===== config.mk =====
export PLATFORM = sky130hd
export DESIGN_NAME = td_completion_tracker
export DESIGN_NICKNAME = d
export VERILOG_FILES = /design/src/rtl/td_pkg.sv /design/src/rtl/td_data.sv /design/src/rtl/td_ctrl.sv /design/src/rtl/td_completion_tracker.sv
export SDC_FILE = /design/constraint.sdc
export NUM_CORES = 1
export LEC_CHECK = 0
export BUFFER_PORTS_ARGS = -buffer_cell sky130_fd_sc_hd__clkbuf_2
export CAP_MARGIN = 25
export CORE_MARGIN = 3
export CORE_UTILIZATION = 47
export CTS_BUF_LIST = sky130_fd_sc_hd__clkbuf_8
export DETAILED_ROUTE_END_ITERATION = 7
export GPL_TIMING_DRIVEN = 0
export MAX_ROUTING_LAYER = met4
export PLACE_DENSITY = 0.82
export SYNTH_ARGS = -nofsm -noshare
export SYNTH_HDL_FRONTEND = slang
export SYNTH_HIERARCHICAL = 1
export SYNTH_SLANG_ARGS = --single-unit
export TNS_END_PERCENT = 10

===== constraint.sdc =====
create_clock -name clk -period 1.8 [get_ports clk]
set_clock_uncertainty 0.2 [all_clocks]
set_input_delay 0.18 -clock clk [delete_from_list [all_inputs] [get_ports clk]]
set_output_delay 0.18 -clock clk [all_outputs]
set_load 0.02 [all_outputs]

===== src/rtl/td_pkg.sv =====
package td_pkg;

  typedef enum logic [1:0] {
    EVT_GOOD  = 2'b00,
    EVT_XERR  = 2'b01,
    EVT_SHORT = 2'b10,
    EVT_NONE  = 2'b11
  } evt_kind_e;

  localparam int RND_BIT  = 18;
  localparam int PID_LO   = 19;
  localparam int DLY_LO   = 21;
  localparam int TOG_VAL  = 24;
  localparam int TOG_SRC  = 25;
  localparam int ERR_LO   = 26;
  localparam int CC_LO    = 28;

  localparam logic [1:0] PID_RSVD = 2'b11;
  localparam logic [3:0] CC_CLEAN = 4'h0;

  typedef struct packed {
    logic       capture;
    logic       flipTog;
    logic       bumpErr;
    logic       clearErr;
    logic       setCc;
    logic [3:0] ccVal;
  } td_strobe_t;

endpackage


===== src/rtl/td_data.sv =====
module td_data
  import td_pkg::*;
(
  input  logic        clk,
  input  logic        rstN,
  input  td_strobe_t  stb,
  input  logic [31:0] ctlWordIn,
  input  logic        carryIn,
  output logic [31:0] word,
  output logic        curToggle,
  output logic [1:0]  errCount,
  output logic        rounding,
  output logic [1:0]  pid
);

  logic carryQ;
  logic newToggle;

  assign curToggle = word[TOG_SRC] ? word[TOG_VAL] : carryQ;
  assign newToggle = ~curToggle;
  assign errCount  = word[ERR_LO+1:ERR_LO];
  assign rounding  = word[RND_BIT];
  assign pid       = word[PID_LO+1:PID_LO];

  always_ff @(posedge clk) begin
    if (!rstN) begin
      word   <= '0;
      carryQ <= 1'b0;
    end else if (stb.capture) begin
      word   <= ctlWordIn;
      carryQ <= carryIn;
    end else begin
      if (stb.flipTog) begin
        word[TOG_SRC] <= 1'b1;
        word[TOG_VAL] <= newToggle;
        carryQ        <= newToggle;
      end
      if (stb.clearErr)
        word[ERR_LO+1:ERR_LO] <= 2'b00;
      else if (stb.bumpErr)
        word[ERR_LO+1:ERR_LO] <= errCount + 2'd1;
      if (stb.setCc)
        word[CC_LO+3:CC_LO] <= stb.ccVal;
    end
  end

endmodule


===== src/rtl/td_ctrl.sv =====
module td_ctrl
  import td_pkg::*;
#(
  parameter int         ERR_LIMIT   = 3,
  parameter logic [3:0] CC_XACT_ERR = 4'h1,
  parameter logic [3:0] CC_UNDERRUN = 4'h9,
  parameter logic [3:0] CC_BAD_PID  = 4'h7
) (
  input  logic       clk,
  input  logic       rstN,
  input  logic       load,
  input  logic       haltIn,
  input  logic       evtValid,
  input  logic [1:0] evtKind,
  input  logic       evtLast,
  input  logic [1:0] errCount,
  input  logic       rounding,
  input  logic [1:0] pid,
  output td_strobe_t stb,
  output logic       busy,
  output logic       doneValid,
  output logic       haltOut
);

  localparam logic [2:0] LIMIT = 3'(ERR_LIMIT);

  logic       retire;
  logic       haltNext;
  logic [2:0] errNext;

  assign errNext = {1'b0, errCount} + 3'd1;

  always_comb begin
    stb      = '0;
    retire   = 1'b0;
    haltNext = 1'b0;
    if (!busy) begin
      stb.capture = load & ~haltIn;
    end else if (pid == PID_RSVD) begin
      retire    = 1'b1;
      haltNext  = 1'b1;
      stb.setCc = 1'b1;
      stb.ccVal = CC_BAD_PID;
    end else if (evtValid) begin
      unique case (evt_kind_e'(evtKind))
        EVT_GOOD: begin
          stb.flipTog = 1'b1;
          if (evtLast) begin
            retire       = 1'b1;
            stb.clearErr = 1'b1;
            stb.setCc    = 1'b1;
            stb.ccVal    = CC_CLEAN;
          end
        end
        EVT_XERR: begin
          stb.bumpErr = 1'b1;
          if (errNext >= LIMIT) begin
            retire    = 1'b1;
            haltNext  = 1'b1;
            stb.setCc = 1'b1;
            stb.ccVal = CC_XACT_ERR;
          end
        end
        EVT_SHORT: begin
          stb.flipTog = 1'b1;
          retire      = 1'b1;
          stb.setCc   = 1'b1;
          if (rounding) begin
            stb.clearErr = 1'b1;
            stb.ccVal    = CC_CLEAN;
          end else begin
            haltNext  = 1'b1;
            stb.ccVal = CC_UNDERRUN;
          end
        end
        default: ;
      endcase
    end
  end

  always_ff @(posedge clk) begin
    if (!rstN) begin
      busy      <= 1'b0;
      doneValid <= 1'b0;
      haltOut   <= 1'b0;
    end else begin
      doneValid <= retire;
      haltOut   <= haltNext;
      if (stb.capture)
        busy <= 1'b1;
      else if (retire)
        busy <= 1'b0;
    end
  end

endmodule


===== src/rtl/td_completion_tracker.sv =====
module td_completion_tracker
  import td_pkg::*;
#(
  parameter int         ERR_LIMIT   = 3,
  parameter logic [3:0] CC_XACT_ERR = 4'h1,
  parameter logic [3:0] CC_UNDERRUN = 4'h9,
  parameter logic [3:0] CC_BAD_PID  = 4'h7
) (
  input  logic        clk,
  input  logic        rstN,
  input  logic        load,
  input  logic [31:0] ctlWordIn,
  input  logic        carryIn,
  input  logic        haltIn,
  input  logic        evtValid,
  input  logic [1:0]  evtKind,
  input  logic        evtLast,
  output logic        busy,
  output logic [1:0]  pidOut,
  output logic        dataToggle,
  output logic        doneValid,
  output logic        haltOut,
  output logic [31:0] ctlWordOut,
  output logic        carryOut,
  output logic        irqReq,
  output logic [2:0]  irqDelay
);

  td_strobe_t stb;
  logic [1:0] errCount;
  logic       rounding;
  logic       curToggle;

  td_ctrl #(
    .ERR_LIMIT  (ERR_LIMIT),
    .CC_XACT_ERR(CC_XACT_ERR),
    .CC_UNDERRUN(CC_UNDERRUN),
    .CC_BAD_PID (CC_BAD_PID)
  ) i_ctrl (
    .clk      (clk),
    .rstN     (rstN),
    .load     (load),
    .haltIn   (haltIn),
    .evtValid (evtValid),
    .evtKind  (evtKind),
    .evtLast  (evtLast),
    .errCount (errCount),
    .rounding (rounding),
    .pid      (pidOut),
    .stb      (stb),
    .busy     (busy),
    .doneValid(doneValid),
    .haltOut  (haltOut)
  );

  td_data i_data (
    .clk      (clk),
    .rstN     (rstN),
    .stb      (stb),
    .ctlWordIn(ctlWordIn),
    .carryIn  (carryIn),
    .word     (ctlWordOut),
    .curToggle(curToggle),
    .errCount (errCount),
    .rounding (rounding),
    .pid      (pidOut)
  );

  assign dataToggle = curToggle;
  assign carryOut   = curToggle;
  assign irqDelay   = ctlWordOut[DLY_LO+2:DLY_LO];
  assign irqReq     = doneValid & ~haltOut & (irqDelay != 3'b111);

endmodule


# Yosys cells after proc, flatten, opt, wreduce, memory -nomap -nowiden
# Cells that the tools add are included.
[word_totals]
reg_bits = 36
wordCells = 61
in_bits = 41
mem_count = 0
latch_bits = 0
rom_bits = 0
ramBits = 0
output_inout_bits = 43
[op_classes]
order_cmp = 1
eq_ne = 4
reduce_logical = 7
div = 0
n_bitwise = 6
shift = 0
n_mux = 33
n_addsub = 2
mul = 0
[op_table]
columns = ["cell", "n"]
rows = [
  ["8-bit two-way mux", 3],
  ["1-bit two-way mux", 17],
  ["5-bit case mux with 3 select lines", 1],
  ["5-bit two-way mux", 2],
  ["4-bit two-way mux", 2],
  ["2-bit two-way mux", 3],
  ["6-bit two-way mux", 1],
  ["2-bit nonzero test", 3],
  ["2-bit equality test, second input constant", 2],
  ["1-bit case mux with 2 select lines", 2],
  ["2-bit by 1-bit adder with 3-bit output, second input constant", 1],
  ["1-bit AND", 3],
  ["3-bit by 2-bit greater-or-equal comparator with 1-bit output, second input constant", 1],
  ["3-bit two-way mux", 1],
  ["3-bit inequality test, second input constant", 1],
  ["1-bit inverter", 3],
  ["1-bit case mux with 3 select lines", 1],
  ["3-bit nonzero test", 1],
  ["2-bit by 1-bit adder with 2-bit output, second input constant", 1],
  ["2-bit by 1-bit equality test with 1-bit output, second input constant", 1],
  ["2-bit logical NOT", 1],
  ["2-bit AND reduction", 1],
  ["2-bit OR reduction", 1],
]

# Longest topological paths before layout
# Gate-level depths: netlist of the first run.
[depth]
depth_word = 10
depth_mapped = 8

# Cells and area by module
# Netlist of the first run, hierarchy kept.
[modules_own_cells]
columns = ["module", "cells_each", "n_inst", "seq_area_each_um2", "area_per_inst_um2"]
rows = [
  ["td_data", 127, 1, 660.6, 1368.8],
  ["td_ctrl", 37, 1, 60.1, 280.3],
  ["td_completion_tracker", 6, 1, 0.0, 42.5],
]

# Least setup slack after synthesis of the first run
# Ideal clock, no wire load.
[synth_path]
kind = "flip-flop to flip-flop"
from = "register i_ctrl.busy"
to = "register i_data.word[28]"
n_path_buf = 1
setup_ns = 0.117
required_time_ns = 1.483
path_slack_ns = 0.100
arrival_time_ns = 1.384
synth_period_minus_slack_ns = 1.700
path_stages_with_launch = 7
cell_sequence = "dfxtp_1 nand3b_2 o21ai_2 buf_1 mux2i_1 nand2_1 o211a_1"
[synth_lines]
columns = ["item", "line", "source"]
rows = [
  ["from (decl)", "td_ctrl.sv:20", "output logic busy,"],
  ["from (signal assigned)", "td_ctrl.sv:83", "busy <= 1'b0;"],
  ["from (signal assigned)", "td_ctrl.sv:90", "busy <= 1'b1;"],
  ["from (signal assigned)", "td_ctrl.sv:92", "busy <= 1'b0;"],
  ["to (signal assigned)", "td_data.sv:30", "word <= ctlWordIn;"],
  ["to (signal, indexed assignment)", "td_data.sv:35", "word[TOG_VAL] <= newToggle;"],
  ["to (signal, indexed assignment)", "td_data.sv:41", "word[ERR_LO+1:ERR_LO] <= errCount + 2'd1;"],
  ["to (decl)", "td_data.sv:9", "output logic [31:0] word,"],
]

# Worst setup path in the final report of the first run
[layout_path]
from = "register i_data.word[25]"
to = "output port dataToggle"
[layout_via]
elab_chain_cells = 1
[layout_rtl]
columns = ["item", "line", "source"]
rows = [
  ["1-bit two-way mux", "td_data.sv:19", "assign curToggle = word[TOG_SRC] ? word[TOG_VAL] : carryQ;"],
  ["to (decl)", "td_completion_tracker.sv:20", "output logic dataToggle,"],
]
# Every way passes these cells.

==> results of run 1 <==
[repair_timing]
| action | CTS | global route |
|---|---|---|
| hold buffers | 32 | 0 |
| gates resized for setup | 1 | 2 |
| hold endpoints to repair | 32 | 0 |
| endpoints found under the setup margin | 1 | 3 |
| buffers inserted | 0 | 0 |
[power breakdown]
part	internal, mW	switching [mW]
Combinational	0.205	0.196
Clock	0.340	0.263
Sequential	0.840	0.0326
[cell families after synthesis]
kind of cell | after synthesis | synth area share [%]
AO/OA/AOI/OAI | 19 | 8.28
XOR/XNOR | 2 | 1.04
adder cells (fa/ha/maj) | 4 | 2.96
buffers and inverters | 25 | 9.61
flip-flops | 36 | 42.6
multiplexers | 31 | 18.3
AND/OR/NAND/NOR | 53 | 17.2
[critical path, delay by kind of cell, from the launching register on]
family | cells | cell delay [ns]
buffers and inverters | 3 | 0.35
flip-flops | 1 | 0.39
multiplexers | 1 | 0.28
[Yosys cell counts]
cell	number	area (um2)
dfxtp_1	36	721
mux2i_1	31	310
nor2b_1	26	163
buf_4	11	82.6
nand2_1	9	33.8
nor2_1	9	33.8
inv_1	6	22.5
o21ai_0	6	30.0
ha_1	4	50.1
o211a_1	4	40.0
a21oi_1	3	15.0
nand3_1	3	15.0
a22oi_1	2	15.0
and2_1	2	12.5
buf_6	2	22.5
clkbuf_1	2	7.51
xor2_1	2	17.5
a221oi_2	1	15.0
a311oi_1	1	8.76
and2b_1	1	7.51
and2b_2	1	8.76
buf_1	1	3.75
buf_2	1	5.00
buf_8	1	15.0
inv_2	1	3.75
nand3b_2	1	11.3
nor3_1	1	5.00
o211ai_1	1	7.51
o21ai_2	1	8.76
[final timing paths]
path	start	end	slack, ns	cells after the start
worst max-delay path	i_data/word[25]	dataToggle	0.12	4
worst min-delay path	carryIn	i_data/carryQ	-0.01	3
worst max register to register	i_ctrl/busy	i_data/word[28]	0.16	6
worst min register to register	i_ctrl/busy	i_ctrl/haltOut	0.31	2
[layout make-up]
cell class	instances	area [um2]	share of cell area [%]
Clock buffer	7	96.3	3.72
Multi-Input combinational cell	109	812	31.4
Buffer	18	138	5.32
Tap cell	46	57.6	2.22
Inverter	7	26.3	1.02
Timing Repair Buffer	115	736	28.4
Sequential cell	36	722	27.9
[state kept, by name, indices dropped and copies added, names as in the netlist]
| register | count |
|---|---|
| i_data/word | 32 |
| i_ctrl/haltOut | 1 |
| i_data/carryQ | 1 |
| i_ctrl/busy | 1 |
| i_ctrl/doneValid | 1 |
[per-layer routing]
layer / vias to the layer above / wire, um
met1: 725 / 1740
met3: 13 / 244
li1: 806 / -
met5: - / 0
met4: 0 / 125
met2: 58 / 2310
==> flow_metrics.env, run 1 <==
export IMPL_placedCellCount=299
export IMPL_first_global_vias=1601
export IMPL_grtUsageMet2_pct=39.7
export IMPL_num_vias=1602
export IMPL_status="finished with violations"
export IMPL_worst_ep_required_time_ns=1.42
export IMPL_dp_hpwl_um=2990
export IMPL_diodes=0
export IMPL_fin_crit_ns=1.68
export IMPL_totalWireLength_um=4420
export IMPL_drtIter0Drc=57
export IMPL_clock_sinks=36
export IMPL_crit_type="flop to output port"
export IMPL_dpl_worst_slack_ns=-0.0997
export IMPL_crit_path_max_fanout=3
export IMPL_final_cell_mix="clkbuf_2 (83), dfxtp_1 (35), dlygate4sd3_1 (32)"
export IMPL_final_common_cell="clkbuf_2"
export IMPL_setup_viol=0
export IMPL_antenna_found_initial=0
export IMPL_synthCells=170
export IMPL_postPlaceCellArea_um2=2160
export IMPL_drtAntennaViolNets=0
export IMPL_coreArea_um2=3390
export IMPL_yosys_cell_types_count=29
export IMPL_final_design_area_no_fill_um2=2590
export IMPL_use_met3_pct=4.76
export IMPL_rsz0062_at_grt="no"
export IMPL_final_fill_count=245
export IMPL_ys_warn_count=6
export IMPL_ir_drop_v=0.000631
export IMPL_worst_skew_pair_late_latency_ns=0.28
export IMPL_grt_start_max_net_pins=11
export IMPL_power_density_nw_per_um2=725
export IMPL_cts_tree="yes"
export IMPL_drive_gt1_share_pct=38.7
export IMPL_crit_chain="mux2i_2 -> inv_1 -> buf_4 -> clkbuf_2"
export IMPL_gr_usage_met1_pct=23.7
export IMPL_synth_nets=215
export IMPL_die_w_um=66.0
export IMPL_final_max_slew_viol_count=0
export IMPL_area_growth_pct=53.0
export IMPL_max_stage_delay_ns=0.39
export IMPL_viasPerCell=4.74
export IMPL_drt_pass1_iterations=4
export IMPL_hp_class="primary input to flop"
export IMPL_crit_path_end_kind="output port"
export IMPL_num_rows=21
export IMPL_cts_buffers=5
export IMPL_drt_wirelength_per_cell_um=13.1
export IMPL_violations="negative hold slack"
export IMPL_slew_headroom_pct=74.5
export IMPL_synth_seq_area_share_pct=42.6
export IMPL_nNetsFinal=337
export IMPL_maxCapViolations=0
export IMPL_hold_slack_ns=-0.0114
export IMPL_syn_cell_area_um2=1690
export IMPL_htree_num_levels=2
export IMPL_fin_util_pct=76.3
export IMPL_start_kind="flop"
export IMPL_clk_pin_slew_ns=0.07
export IMPL_clock_path_buffers=2
export IMPL_fin_tns_setup_ns=0
export IMPL_fin_cells=338
export IMPL_fmax_mhz=595
export IMPL_arrival_ns=1.30
export IMPL_io_buffers=83
export IMPL_drc=0
export IMPL_grt_pass1_wl_um=7160
export IMPL_hold_violations=1
export IMPL_root_buffer="clkbuf_8"
export IMPL_grt_overflow=0
export IMPL_place_congestion=0.782
export IMPL_power_mw=1.88
export IMPL_grt_usage_pct=22.4
export IMPL_fin_ws_ns=0.120
export IMPL_fp_dieH_um=66.0
export IMPL_start_util_pct=49.9
export IMPL_ys_seq_elements=36
export IMPL_worst_slew_pin_slew_ns=0.382
export IMPL_busiest_layer="met2"
export IMPL_finalCritPeriodShare_pct=93.3
export IMPL_crit_path_top_delay_cell="dfxtp_1"
export IMPL_power_leakage_nw=1.26
export IMPL_ios=84
export IMPL_avgSynthCellArea_um2=9.95
export IMPL_dieArea_um2=4360
(Power assumes the default switching activity.)
==> inputs of run 2 (changes only) <==
- BUFFER_PORTS_ARGS: -buffer_cell sky130_fd_sc_hd__clkbuf_2 -> not set
- CORE_UTILIZATION: 47 -> 50
- DONT_BUFFER_PORTS: not set -> 1
- PLACE_DENSITY: 0.82 -> not set
==> run 2 against run 1 <==
Net effect:
- the run now ends clean
- first-iteration DRC count shrank 47%
- wire length shrank 12%
- final cell count down 23%
- total power barely moved
==> flow_metrics.env, run 2 (synthesis gave the netlist of run 1 again) <==
export IMPL_dpl_worst_slack_ns=-0.0857
export IMPL_maxCapViolations=0
export IMPL_final_common_cell="dlygate4sd3_1"
export IMPL_place_congestion=0.841
export IMPL_final_cell_mix="dlygate4sd3_1 (37), dfxtp_1 (32), mux2i_1 (30)"
export IMPL_antenna_found_initial=0
export IMPL_first_global_vias=1362
export IMPL_fin_cells=259
export IMPL_root_buffer="clkbuf_8"
export IMPL_drt_pass1_iterations=4
export IMPL_p_switching_mw=0.479
export IMPL_max_stage_delay_ns=0.55
export IMPL_grt_usage_pct=20.5
export IMPL_clock_path_buffers=2
export IMPL_fin_ws_ns=0.0686
export IMPL_clock_power_share_pct=36.3
export IMPL_grt_overflow=0
export IMPL_worst_slew_pin_slew_ns=0.483
export IMPL_crit_path_top_delay_cell="dlygate4sd3_1"
export IMPL_final_max_slew_viol_count=0
export IMPL_crit_type="primary input to flop"
export IMPL_crit_path_max_fanout=10
export IMPL_clock_sinks=36
export IMPL_ir_drop_v=0.000588
export IMPL_cts_tree="yes"
export IMPL_clk_pin_slew_ns=0.07
export IMPL_num_rows=20
export IMPL_grt_pass1_wl_um=6400
export IMPL_htree_num_levels=2
export IMPL_dieArea_um2=4120
export IMPL_power_leakage_nw=0.933
export IMPL_hold_slack_ns=0.0299
export IMPL_coreArea_um2=3130
export IMPL_nNetsFinal=259
export IMPL_cts_buffers=5
export IMPL_status="finished, final reports clean"
export IMPL_die_w_um=64.2
export IMPL_largest_register="i_data/word"
export IMPL_power_density_nw_per_um2=836
export IMPL_drtIter0Drc=30
export IMPL_fin_crit_ns=1.73
export IMPL_slew_headroom_pct=68.0
export IMPL_rsz0062_at_grt="no"
export IMPL_placedCellCount=214
export IMPL_hold_violations=0
export IMPL_start_util_pct=54.1
export IMPL_worst_skew_pair_late_latency_ns=0.28
export IMPL_drt_wirelength_per_cell_um=14.9
export IMPL_r2r_slack_ns=0.14
export IMPL_fp_dieH_um=64.2
export IMPL_setup_viol=0
export IMPL_ios=84
export IMPL_power_internal_mw=1.40
export IMPL_pwr_share_seq_pct=49.2
export IMPL_start_kind="primary input"
export IMPL_drive_gt1_share_pct=16.7
export IMPL_io_buffers=0
export IMPL_dp_hpwl_um=2650
export IMPL_drc=0
export IMPL_drtAntennaViolNets=0
export IMPL_fmax_mhz=578
export IMPL_viasPerCell=5.14
export IMPL_totalWireLength_um=3870
export IMPL_path_buf_inv=3
export IMPL_arrival_ns=1.71
export IMPL_crit_chain="dlygate4sd3_1 -> nor2b_2 -> and2b_2 -> buf_6 -> buf_8 -> mux2i_1 -> nor2b_1"
export IMPL_area_growth_pct=32.8
export IMPL_hp_class="primary input to flop"
export IMPL_crit_path_end_kind="flop"
export IMPL_diodes=0
export IMPL_worst_ep_required_time_ns=1.78
export IMPL_grt_start_max_net_pins=12
export IMPL_swShare_pct=25.5
export IMPL_num_vias=1330
export IMPL_cp_top_family="buffers and inverters"
export IMPL_finalCritPeriodShare_pct=96.2
export IMPL_pwr_share_comb_pct=14.5
export IMPL_largest_reg_flops=32
-- run 2: changes by cell type in the layout (fill, tap and decap cells not counted), moves of 2 or more --
cell,change
dfxtp_2,+2
clkbuf_2,-82
dlygate4sd3_1,+5
dfxtp_1,-3
clkbuf_8,-2
-- run 2: power by group through the flow --
stage	combinational, mW	clock [mW]	sequential [mW]
2_1_floorplan	0.173	0	0.929
3_3_place_gp	0.192	0	0.938
3_5_place_dp	0.200	0	0.939
4_1_cts	0.268	0.698	0.923
5_1_grt	0.296	0.746	0.930
6_report	0.271	0.682	0.924
-- run 2: metrics by stage --
| stage | total power, mW | instance area [um2] | utilization, % | TNS, ns |
|---|---|---|---|---|
| final | 1.88 | 2250 | 71.8 | 0 |
| after floorplan | 1.10 | 1690 | - | 0 |
| after detailed placement | 1.14 | 1750 | 55.8 | -0.321 |
| after global routing | 1.97 | 2250 | 71.8 | 0 |
| after global placement | 1.13 | 1750 | 55.8 | -0.379 |
| after CTS | 1.89 | 2230 | 71.2 | 0 |
-- run 2: layer usage --
metal	track usage (%)	routed length, um
met5	-	0
met4	5.54	60
met3	8.44	344
met2	36.4	2010
met1	20.8	1460
-- run 2: worst reg2reg max path, stage by stage, from the launching register on --
cell and delay [ns]:
dfxtp_4 0.42, nand3b_2 0.12, o21ai_2 0.20, nor2_1 0.06, dlygate4sd3_1 0.55
-- run 2: area by class of cell --
| class | count | area (um2) |
|---|---|---|
| buffer | 18 | 138 |
| clock buffer | 5 | 68.8 |
| clock inverter | 3 | 38.8 |
| fill | 236 | 882 |
| inverter | 7 | 26.3 |
| multi-input combinational | 109 | 821 |
| sequential | 36 | 728 |
| tap | 44 | 55.1 |
| timing repair buffer | 37 | 370 |
-- run 2: worst paths after layout --
check,start,to,cells after the start
worst max-delay path,haltIn,i_data/word[17],7
worst min-delay path,rstN,i_data/carryQ,3
worst max register to register,i_ctrl/busy,i_ctrl/busy,4
worst min register to register,i_ctrl/busy,i_ctrl/haltOut,2
-- run 2: what timing repair did --
| item | in CTS | in global routing |
|---|---|---|
| gates resized for setup | 3 | 7 |
| hold buffers | 37 | 0 |
| hold endpoints to repair | 36 | 0 |
| setup buffers | 0 | 0 |
| endpoints found under the setup margin | 5 | 11 |
